<file path="src/rtl/steered_watchdog.sv">
module steered_watchdog #(
  parameter int MULT_W = 5,
  parameter int RES_W  = 2
) (
  input  logic                         clk,
  input  logic                         rst_n,
  input  logic                         tick,
  input  logic                         ctl_wr,
  input  logic [MULT_W+RES_W:0]        ctl_wdata,
  input  logic                         ctl_rd,
  output logic [MULT_W+RES_W:0]        ctl_rdata,
  output logic                         expired_flag,
  output logic                         rst_req,
  output logic                         irq_pulse,
  output logic                         century_clr
);
  localparam int CTL_W  = MULT_W + RES_W + 1;
  localparam int STEER  = CTL_W - 1;
  localparam int MAXSH  = 2 * ((1 << RES_W) - 1);
  localparam int CNT_W  = MULT_W + MAXSH;

  logic [CTL_W-1:0] ctl_q;
  logic [CNT_W-1:0] cnt;
  logic             armed;

  wire              svc      = ctl_wr | ctl_rd;
  wire [CTL_W-1:0]  src      = ctl_wr ? ctl_wdata : ctl_q;
  wire [CNT_W-1:0]  mult_ext = CNT_W'(src[STEER-1:RES_W]);
  wire [CNT_W-1:0]  load_val = mult_ext << {src[RES_W-1:0], 1'b0};
  wire              last     = armed && tick && (cnt == CNT_W'(1));

  assign ctl_rdata = ctl_q;

  always_ff @(posedge clk or negedge rst_n) begin
    if (!rst_n) begin
      ctl_q        <= '0;
      cnt          <= '0;
      armed        <= 1'b0;
      expired_flag <= 1'b0;
      rst_req      <= 1'b0;
      irq_pulse    <= 1'b0;
      century_clr  <= 1'b0;
    end else begin
      rst_req     <= 1'b0;
      irq_pulse   <= 1'b0;
      century_clr <= 1'b0;
      if (svc) begin
        if (ctl_wr) ctl_q <= ctl_wdata;
        expired_flag <= 1'b0;
        cnt          <= load_val;
        armed        <= (load_val != '0);
      end else if (last) begin
        armed        <= 1'b0;
        expired_flag <= 1'b1;
        if (ctl_q[STEER]) begin
          ctl_q       <= '0;
          rst_req     <= 1'b1;
          century_clr <= 1'b1;
        end else begin
          irq_pulse   <= 1'b1;
        end
      end else if (armed && tick) begin
        cnt <= cnt - CNT_W'(1);
      end
    end
  end

  a_r6_rst_clears_ctl: assert property (@(posedge clk) disable iff (!rst_n)
    rst_req |-> (ctl_rdata == '0) && expired_flag && !irq_pulse);
  a_r6_rst_single: assert property (@(posedge clk) disable iff (!rst_n)
    rst_req |=> !rst_req && !century_clr);
  a_r7_irq_single: assert property (@(posedge clk) disable iff (!rst_n)
    irq_pulse |=> !irq_pulse);
  a_r7_irq_sets_flag: assert property (@(posedge clk) disable iff (!rst_n)
    irq_pulse |-> expired_flag && !rst_req);
  a_r4_write_stores: assert property (@(posedge clk) disable iff (!rst_n)
    ctl_wr |=> !expired_flag && (ctl_rdata == $past(ctl_wdata)) && !rst_req && !irq_pulse);
  a_r5_read_clears: assert property (@(posedge clk) disable iff (!rst_n)
    (ctl_rd && !ctl_wr) |=> !expired_flag && $stable(ctl_rdata) && !irq_pulse);
  a_r8_flag_sticky: assert property (@(posedge clk) disable iff (!rst_n)
    (expired_flag && !ctl_wr && !ctl_rd) |=> expired_flag);
  a_r9_needs_tick: assert property (@(posedge clk) disable iff (!rst_n)
    !tick |=> !irq_pulse && !rst_req);
endmodule

</file>
<file path="config.mk">
export PLATFORM = sky130hd
export DESIGN_NAME = steered_watchdog
export DESIGN_NICKNAME = d
export VERILOG_FILES = /design/src/rtl/steered_watchdog.sv
export SDC_FILE = /design/constraint.sdc
export NUM_CORES = 1
export LEC_CHECK = 0
export ABC_AREA = 1
export BUFFER_PORTS_ARGS = -buffer_cell sky130_fd_sc_hd__buf_4
export CAP_MARGIN = 15
export CORE_AREA = 2 2 62 76
export CTS_CLUSTER_DIAMETER = 80
export DETAILED_ROUTE_END_ITERATION = 6
export DIE_AREA = 0 0 64 78
export PLACE_DENSITY = 0.6
export SLEW_MARGIN = 20
export SYNTH_ARGS = -nofsm -noshare
export SYNTH_HDL_FRONTEND = slang
export SYNTH_SLANG_ARGS = --single-unit
</file>
<file path="constraint.sdc">
create_clock -name clk -period 1.6 [get_ports clk]
set_input_delay 0 -clock clk [delete_from_list [all_inputs] [get_ports clk]]
set_output_delay 0 -clock clk [all_outputs]
set_load 0.01 [all_outputs]
</file>
# == Word-level counts from Yosys, hierarchy flattened ==
# Cells that the tools add are included.
# op_classes
addsub,1
n_mul,0
n_div,0
n_lt_le_gt_ge,0
n_eq_ne,3
shifts,1
muxes,17
bitwise_logic,1
n_reduce_logical,9
# op_table
op,n
11-bit two-way mux,3
8-bit two-way mux,3
11-bit by 1-bit == test with 1-bit output (second input constant),1
11-bit nonzero test,1
5-bit by 3-bit << shifter with 11-bit output,1
11-bit by 1-bit subtractor with 11-bit output (second input constant),1
1-bit two-way mux,10
7-bit two-way mux,1
2-bit AND reduction,3
2-bit nonzero test,3
2-bit inequality test (second input constant),2
1-bit logical AND,2
1-bit OR,1
# totals
register_bits,23
latchBits,0
ramBits,0
romBits,0
inputBits,13
out_inout_bits,12
elab_cells,39
n_memories,0

# == Longest topological paths before layout ==
# Gate-level depths: netlist (run 1).
# depth
ltp_word,4
mapped_depth,9
ltp_nobuf,9

# == Least setup slack after synthesis (run 1) ==
# No wires, ideal clock.
# synth_timing
path_kind,reg-to-reg
startpoint,register cnt[1]
endpoint,register cnt[5]
setup_time_ps,118
t_arrival_ps,1304
t_required_ps,1482
slack_ps,178
stages_incl_launch_ff,10
path_buffers,0
period_less_slack_ps,1422
cell_sequence,dfrtp_1 > inv_1 > ha_1 > nand2_1 > nor2_1 > nand3_2 > nand2_2 > nand2_2 > nand3_1 > nand2_1
# synth_via
elab_chain_cells,4
word_cells_on_any_way,8
classes_between,add/sub (1); eq/ne (2); mux (3); reduce/logical (2)
# synth_rtl
item,line,source
"start, declared",23,logic [CNT_W-1:0] cnt;
"start signal, assigned",50,cnt <= load_val;
"start signal, assigned",63,cnt <= cnt - CNT_W'(1);
11-bit by 1-bit subtractor with 11-bit output / 11-bit by 1-bit == test with 1-bit output (equally long branches),"63, 30",
11-bit two-way mux / 1-bit logical AND (equally long branches),"62, 30",
11-bit two-way mux / 2-bit inequality test (equally long branches),--,
11-bit two-way mux / 2-bit AND reduction (equally long branches),--,
# Several ways; a longest one is shown, not always the timed one. The select of a mux whose other input is x is not followed.
# A chain may end at the register's enable or synchronous reset.

# == Worst setup path after layout (run 1) ==
# layout_timing
startpoint,register cnt[1]
endpoint,register cnt[4]
# Same word-level chain as after synthesis.

==> results.json, run 1 <==
{
  "status": "completed",
  "crit_type": "reg2reg",
  "cts-root-buf": "clkbuf_8",
  "ys_types": 27,
  "cell_internal_pwr_mw": 1.06,
  "critPathMaxStageDelay_ns": 0.41,
  "clock-sinks": 23,
  "fmax_ghz": 0.682,
  "drc_errors": 0,
  "cp_max_fo": 6,
  "die-area_um2": 4990,
  "grt_pass1_wl_um": 6550,
  "slowest_stage": "dfrtp_1",
  "finalClockSkew_ns": 0.00725,
  "clkTransAtPathRegs_ns": 0.09,
  "synth.area.top_cells": "dfrtp_1 (38%), nand2_1 (12%), nand3_1 (9.7%)",
  "globalRouteOverflowTotal": 0,
  "via_count": 1487,
  "combPwrFrac_pct": 36.0,
  "synth-seq-area-share_pct": 38.4,
  "slew_violations": 0,
  "dpl_cell_area_um2": 1760,
  "gp_congestion": 0.871,
  "fin_area_um2": 1860,
  "io_pins": 25,
  "wirelength_um": 3820,
  "pre_cts_ws_ns": 0.0622,
  "groute.usage.overall_pct": 16.7,
  "start_util_pct": 35.7,
  "synth_area_per_cell_um2": 7.04,
  "cp_num_buf_inv": 2,
  "finalNetCount": 260,
  "rows": 26,
  "drtPass1Iterations": 4,
  "placed_cells": 294,
  "max_slew.worst_pin.slew_ns": 0.341,
  "io_buffers": 24,
  "synth_top_area_share_pct": 38.4,
  "grt_max_degree": 26,
  "worst_ep_arrival_time_ns": 1.68,
  "ant_nets": 0,
  "setup_violations": 0,
  "path_cells": "inv_1, ha_1, nand2_1, nor2_4, nand3_4, nand2_4, buf_4, nand3_1, nand3_1",
  "sequentialPowerShare_pct": 41.4,
  "fin_crit_sh_pct": 91.6,
  "worst_ep_required_time_ns": 1.81,
  "htree_levels": 1,
  "die_h_um": 78,
  "drive_above_1_share_pct": 21.3,
  "tritoncts": "done",
  "drv_cap": 0,
  "netlist_area_um2": 1500,
  "cp-start-kind": "flip-flop",
  "clkPwrFrac_pct": 22.6,
  "endpoint_kind": "flip-flop",
  "insertion_delay_ns": 0.28,
  "antenna_cells": 0,
  "instances_no_fill": 300,
  "post_cts_buffers": 0,
  "fin_setup_tns_ns": 0,
  "ys_seq_elements": 23,
  "yosysWarnings": 0,
  "die_w_um": 64,
  "yosysTopAreaCell": "dfrtp_1",
  "synthCells": 213,
  "via_per_inst": 4.96,
  "p_per_area_nw_per_um2": 923,
  "power.leakage_nw": 0.922,
  "antenna_found_initial": 0,
  "dpl.hpwl_um": 2900,
  "drtIter0Drc": 49,
  "slew_headroom_pct": 77.0,
  "cts_made_buffers": 3,
  "fp.coreArea_um2": 4200,
  "cpMostUsedCell": "nand3_1",
  "hold_viol": 0,
  "total_power_mw": 1.72,
  "areaGrowthSynthToFinish_pct": 24.3,
  "min_period_ns": 1.47,
  "worst_slack_ns": 0.134,
  "netSwitchingPower_uw": 659,
  "wl_per_cell_um": 12.7,
  "cp_top_family": "simple AND/OR/NAND/NOR gates",
  "clk_path_buf_depth": 2,
  "grt_pass1_vias": 1439,
  "syn_nets": 228,
  "hold_path.class": "in2reg",
  "irDropWorstVdd_uv": 411,
  "rsz0062_at_grt": "false",
  "switching_share_pct": 38.4
}
==> cell usage in the layout, fill, tap and decap left out, types with 3 or more instances in the layout <==
master	instances
o22ai_1	6
clkbuf_8	3
o21ai_0	6
xor2_1	3
nand2_1	47
nor2_1	26
o21ai_1	8
inv_1	30
nand3_1	29
buf_4	29
dfrtp_1	23
nand2_2	3
o21ai_2	4
nor2_2	3
==> synth_stat cells <==
master    instances
nand2_1          47
inv_1            30
nand3_1          29
nor2_1           28
dfrtp_1          23
o21ai_1           8
o21ai_0           6
o22ai_1           6
nand2_2           5
o21ai_2           5
xor2_1            3
a21oi_1           2
ha_1              2
inv_2             2
nand4_1           2
nor2_2            2
o211ai_1          2
o21bai_1          2
buf_2             1
buf_4             1
buf_6             1
clkbuf_1          1
nand3_2           1
nor2_4            1
nor3_1            1
o21a_1            1
o21ai_4           1
==> metal layers <==
layer	up-vias	wire, um	part of all wire (%)	global-route usage, %
li1	751	-	-	-
met1	694	1670	44	21.3
met2	31	1850	48	26.5
met3	11	166	4.3	3.04
met4	0	131	3.4	9.13
met5	-	0	0	0
==> worst reg2reg max path: stages, from the launching register on <==
cell	delay [ns]
dfrtp_1	0.41
inv_1	0.09
ha_1	0.14
nand2_1	0.08
nor2_4	0.14
nand3_4	0.11
nand2_4	0.11
buf_4	0.16
nand3_1	0.08
nand3_1	0.09
==> stage by stage <==
step | util [%] | hold slack, ns
floorplan | - | -0.296
global placement | 41.9 | -0.0802
detailed placement | 41.9 | -0.0785
CTS | 43.6 | 0.0881
global route | 44.4 | 0.135
finish | 44.4 | 0.0939
==> sequential cells by signal (all words and copies together), names as in the netlist <==
signal	flops
armed	1
expired_flag	1
cnt	11
ctl_rdata	8
century_clr	1
irq_pulse	1
==> power groups by stage <==
stage          Sequential (mW)  Combinational, mW  Clock, mW
6_report                 0.711              0.619      0.389
5_1_grt                  0.724              0.708      0.421
4_1_cts                  0.711              0.602      0.400
3_5_place_dp             0.721              0.595          0
3_3_place_gp             0.720              0.597          0
2_1_floorplan            0.726              0.388          0
==> cell families (layout without fill, tap and decap cells) <==
group / count (synthesis) / in the layout / synth area share, %
AO/OA/AOI/OAI: 33 / 33 / 14.4
XOR/XNOR: 3 / 3 / 1.75
adder cells (fa/ha/maj): 2 / 2 / 1.67
buffers and inverters: 36 / 67 / 9.85
flip-flops: 23 / 23 / 38.4
AND/OR/NAND/NOR: 116 / 116 / 34.0
==> path summary, 6_finish.rpt <==
kind | start | end | slack [ns] | cells past startpoint
worst max-delay path | cnt[1]$_DFFE_PN0P_ | cnt[4]$_DFFE_PN0P_ | 0.13 | 9
max in group asynchronous | rst_n | ctl_rdata[2]$_DFFE_PN0P_ | 1.21 | 2
worst max register to register | cnt[1]$_DFFE_PN0P_ | cnt[4]$_DFFE_PN0P_ | 0.13 | 9
min in group asynchronous | rst_n | cnt[7]$_DFFE_PN0P_ | 0.15 | 2
worst min-delay path | ctl_wdata[0] | ctl_rdata[0]$_DFFE_PN0P_ | 0.09 | 3
worst min register to register | ctl_rdata[7]$_DFFE_PN0P_ | irq_pulse$_DFF_PN0_ | 0.46 | 1
==> repair_timing <==
| item | CTS | global route |
|---|---|---|
| hold endpoints to repair | 24 | 0 |
| hold buffers | 2 | 0 |
| endpoints found under the setup margin | 0 | 19 |
| gates resized for setup | 0 | 7 |
==> cell type report <==
class	count	area, um^2
fill	442	2330
multi-input combinational	154	811
sequential	23	576
timing repair buffer	31	238
inverter	32	120
tap	56	70.1
clock buffer	3	41.3
clock inverter	1	7.51
Note: power is estimated with default switching activity, not from simulation.
==> run 2, diff against run 1 <==
- CORE_AREA: 2 2 62 76 -> 10 10 70 84
- DIE_AREA: 0 0 64 78 -> 0 0 80 94
==> results.json, run 2 (synthesis results as in run 1) <==
{
  "status": "completed",
  "grt_max_degree": 24,
  "die_w_um": 80,
  "final_cell_mix": "nand2_1 (47), inv_1 (30), nand3_1 (29), buf_4 (29), nor2_1 (26)",
  "r2r_end": "ctl_rdata[2]$_DFFE_PN0P_",
  "hold_path.class": "in2reg",
  "path_cells": "nor2_1, nand2_1, inv_1, nand3_4, o21ai_4, o22ai_1",
  "fin_crit_sh_pct": 93.3,
  "via_per_inst": 4.88,
  "drive_above_1_share_pct": 21.3,
  "irDropWorstVdd_uv": 407,
  "largest-register": "cnt",
  "fmax_ghz": 0.670,
  "placed_cells": 294,
  "cts_made_buffers": 3,
  "dpl.hpwl_um": 3110,
  "multiInputGateArea_um2": 811,
  "cts-root-buf": "clkbuf_8",
  "worst_ep_arrival_time_ns": 1.64,
  "cp_num_cells": 6,
  "setup_violations": 0,
  "die-area_um2": 7520,
  "crit_type": "reg2reg",
  "drtPass1Iterations": 4,
  "drv_cap": 0,
  "tritoncts": "done",
  "die_h_um": 94,
  "grt_pass1_wl_um": 6830,
  "p_per_area_nw_per_um2": 917,
  "io_buffers": 24,
  "endpoint_kind": "flip-flop",
  "worstSetupStartpoint": "cnt[6]$_DFFE_PN0P_",
  "areaGrowthSynthToFinish_pct": 24.1,
  "cp-start-kind": "flip-flop",
  "fp.coreArea_um2": 4230,
  "start_util_pct": 35.4,
  "globalRouteOverflowTotal": 0,
  "nFillCells": 453,
  "ant_nets": 0,
  "r2r_start": "cnt[6]$_DFFE_PN0P_",
  "slowest_stage": "dfrtp_1",
  "wl_per_cell_um": 13.3,
  "total_power_mw": 1.71,
  "r2r_slack_ns": 0.11,
  "instances_no_fill": 300,
  "drc_errors": 0,
  "cp_max_fo": 7,
  "via_count": 1464,
  "insertion_delay_ns": 0.27,
  "clock-sinks": 23,
  "drtIter0Drc": 68,
  "worstRegToRegCells": 6,
  "groute.usage.overall_pct": 11.1,
  "clkTransAtPathRegs_ns": 0.09,
  "finalNetCount": 260,
  "cp_num_buf_inv": 1,
  "hold_viol": 0,
  "mostFrequentLayoutCell": "nand2_1",
  "critPathMaxStageDelay_ns": 0.45,
  "power.leakage_nw": 0.926,
  "wirelength_um": 3990,
  "antenna_cells": 0,
  "io_pins": 25,
  "clk_path_buf_depth": 2,
  "max_slew.worst_pin.slew_ns": 0.328,
  "worst_ep_required_time_ns": 1.75,
  "endpoint": "ctl_rdata[2]$_DFFE_PN0P_",
  "slew_violations": 0,
  "slew_headroom_pct": 77.9,
  "largest_reg_flops": 11,
  "antenna_found_initial": 0,
  "min_period_ns": 1.49,
  "finalClockSkew_ns": 0.00490,
  "cp_top_family": "flip-flops",
  "rows": 26,
  "gp_congestion": 0.867,
  "htree_levels": 1,
  "seq_area_um2": 576,
  "grt_pass1_vias": 1571
}
-- run 2: changes by cell type in the layout (fill, tap and decap cells not counted) --
cell	delta
clkinvlp_4	-1
clkinv_2	+1
-- run 2: cell type report --
type,count,area share (%)
multi-input cells,154,43.6
flip-flops and latches,23,30.9
repair buffers,31,12.8
inverters,32,6.46
well taps,56,3.77
clock buffers,3,2.22
clock inverters,1,0.269
-- run 2: where the power goes --
part | switching [mW] | internal [mW]
combinational | 0.385 | 0.225
sequential | 0.0642 | 0.652
clock | 0.204 | 0.174
total | 0.654 | 1.05
-- run 2: per-stage QoR --
stage	utilization, %	instance area, um^2	setup WS [ns]	TNS (ns)	hold slack [ns]
global placement	41.6	1760	0.0992	0	-0.0805
finish	44.0	1860	0.107	0	0.0559
detailed placement	41.6	1760	0.0641	0	-0.0827
floorplan	-	1500	0.178	0	-0.296
global route	44.0	1860	-0.0341	-0.148	0.0795
CTS	43.2	1830	0.0473	0	0.0569
-- run 2: worst min path at each step --
stage	cells past startpoint	from	slack [ns]	to
global placement	1	rst_n	-0.08	cnt[7]$_DFFE_PN0P_
floorplan	0	rst_n	-0.30	armed$_DFFE_PN0P_
detailed placement	1	rst_n	-0.08	cnt[8]$_DFFE_PN0P_
global route	4	ctl_rd	0.08	cnt[1]$_DFFE_PN0P_
CTS	4	ctl_rd	0.06	cnt[3]$_DFFE_PN0P_
finish	4	ctl_rd	0.06	cnt[3]$_DFFE_PN0P_
-- run 2: layer usage --
metal  GRT usage (%)  up-vias  share of wire [%]
met3            2.87        9                4.6
met5               0        -                  0
met1            12.8      675                 45
met4            6.03        0                3.0
met2            18.0       35                 48
li1                -      745                  -
-- run 2: timing repair --
action,4_1_cts,5_1_grt
resized for setup,0,7
hold buffers,2,0
buffers inserted,0,0
endpoints found under the setup margin,0,17
endpoints found under the hold margin,24,0
-- run 2: worst register-to-register path: stages, from the launching register on --
cell	delay, ns
dfrtp_1	0.45
nor2_1	0.15
nand2_1	0.10
inv_1	0.15
nand3_4	0.13
o21ai_4	0.27
o22ai_1	0.11
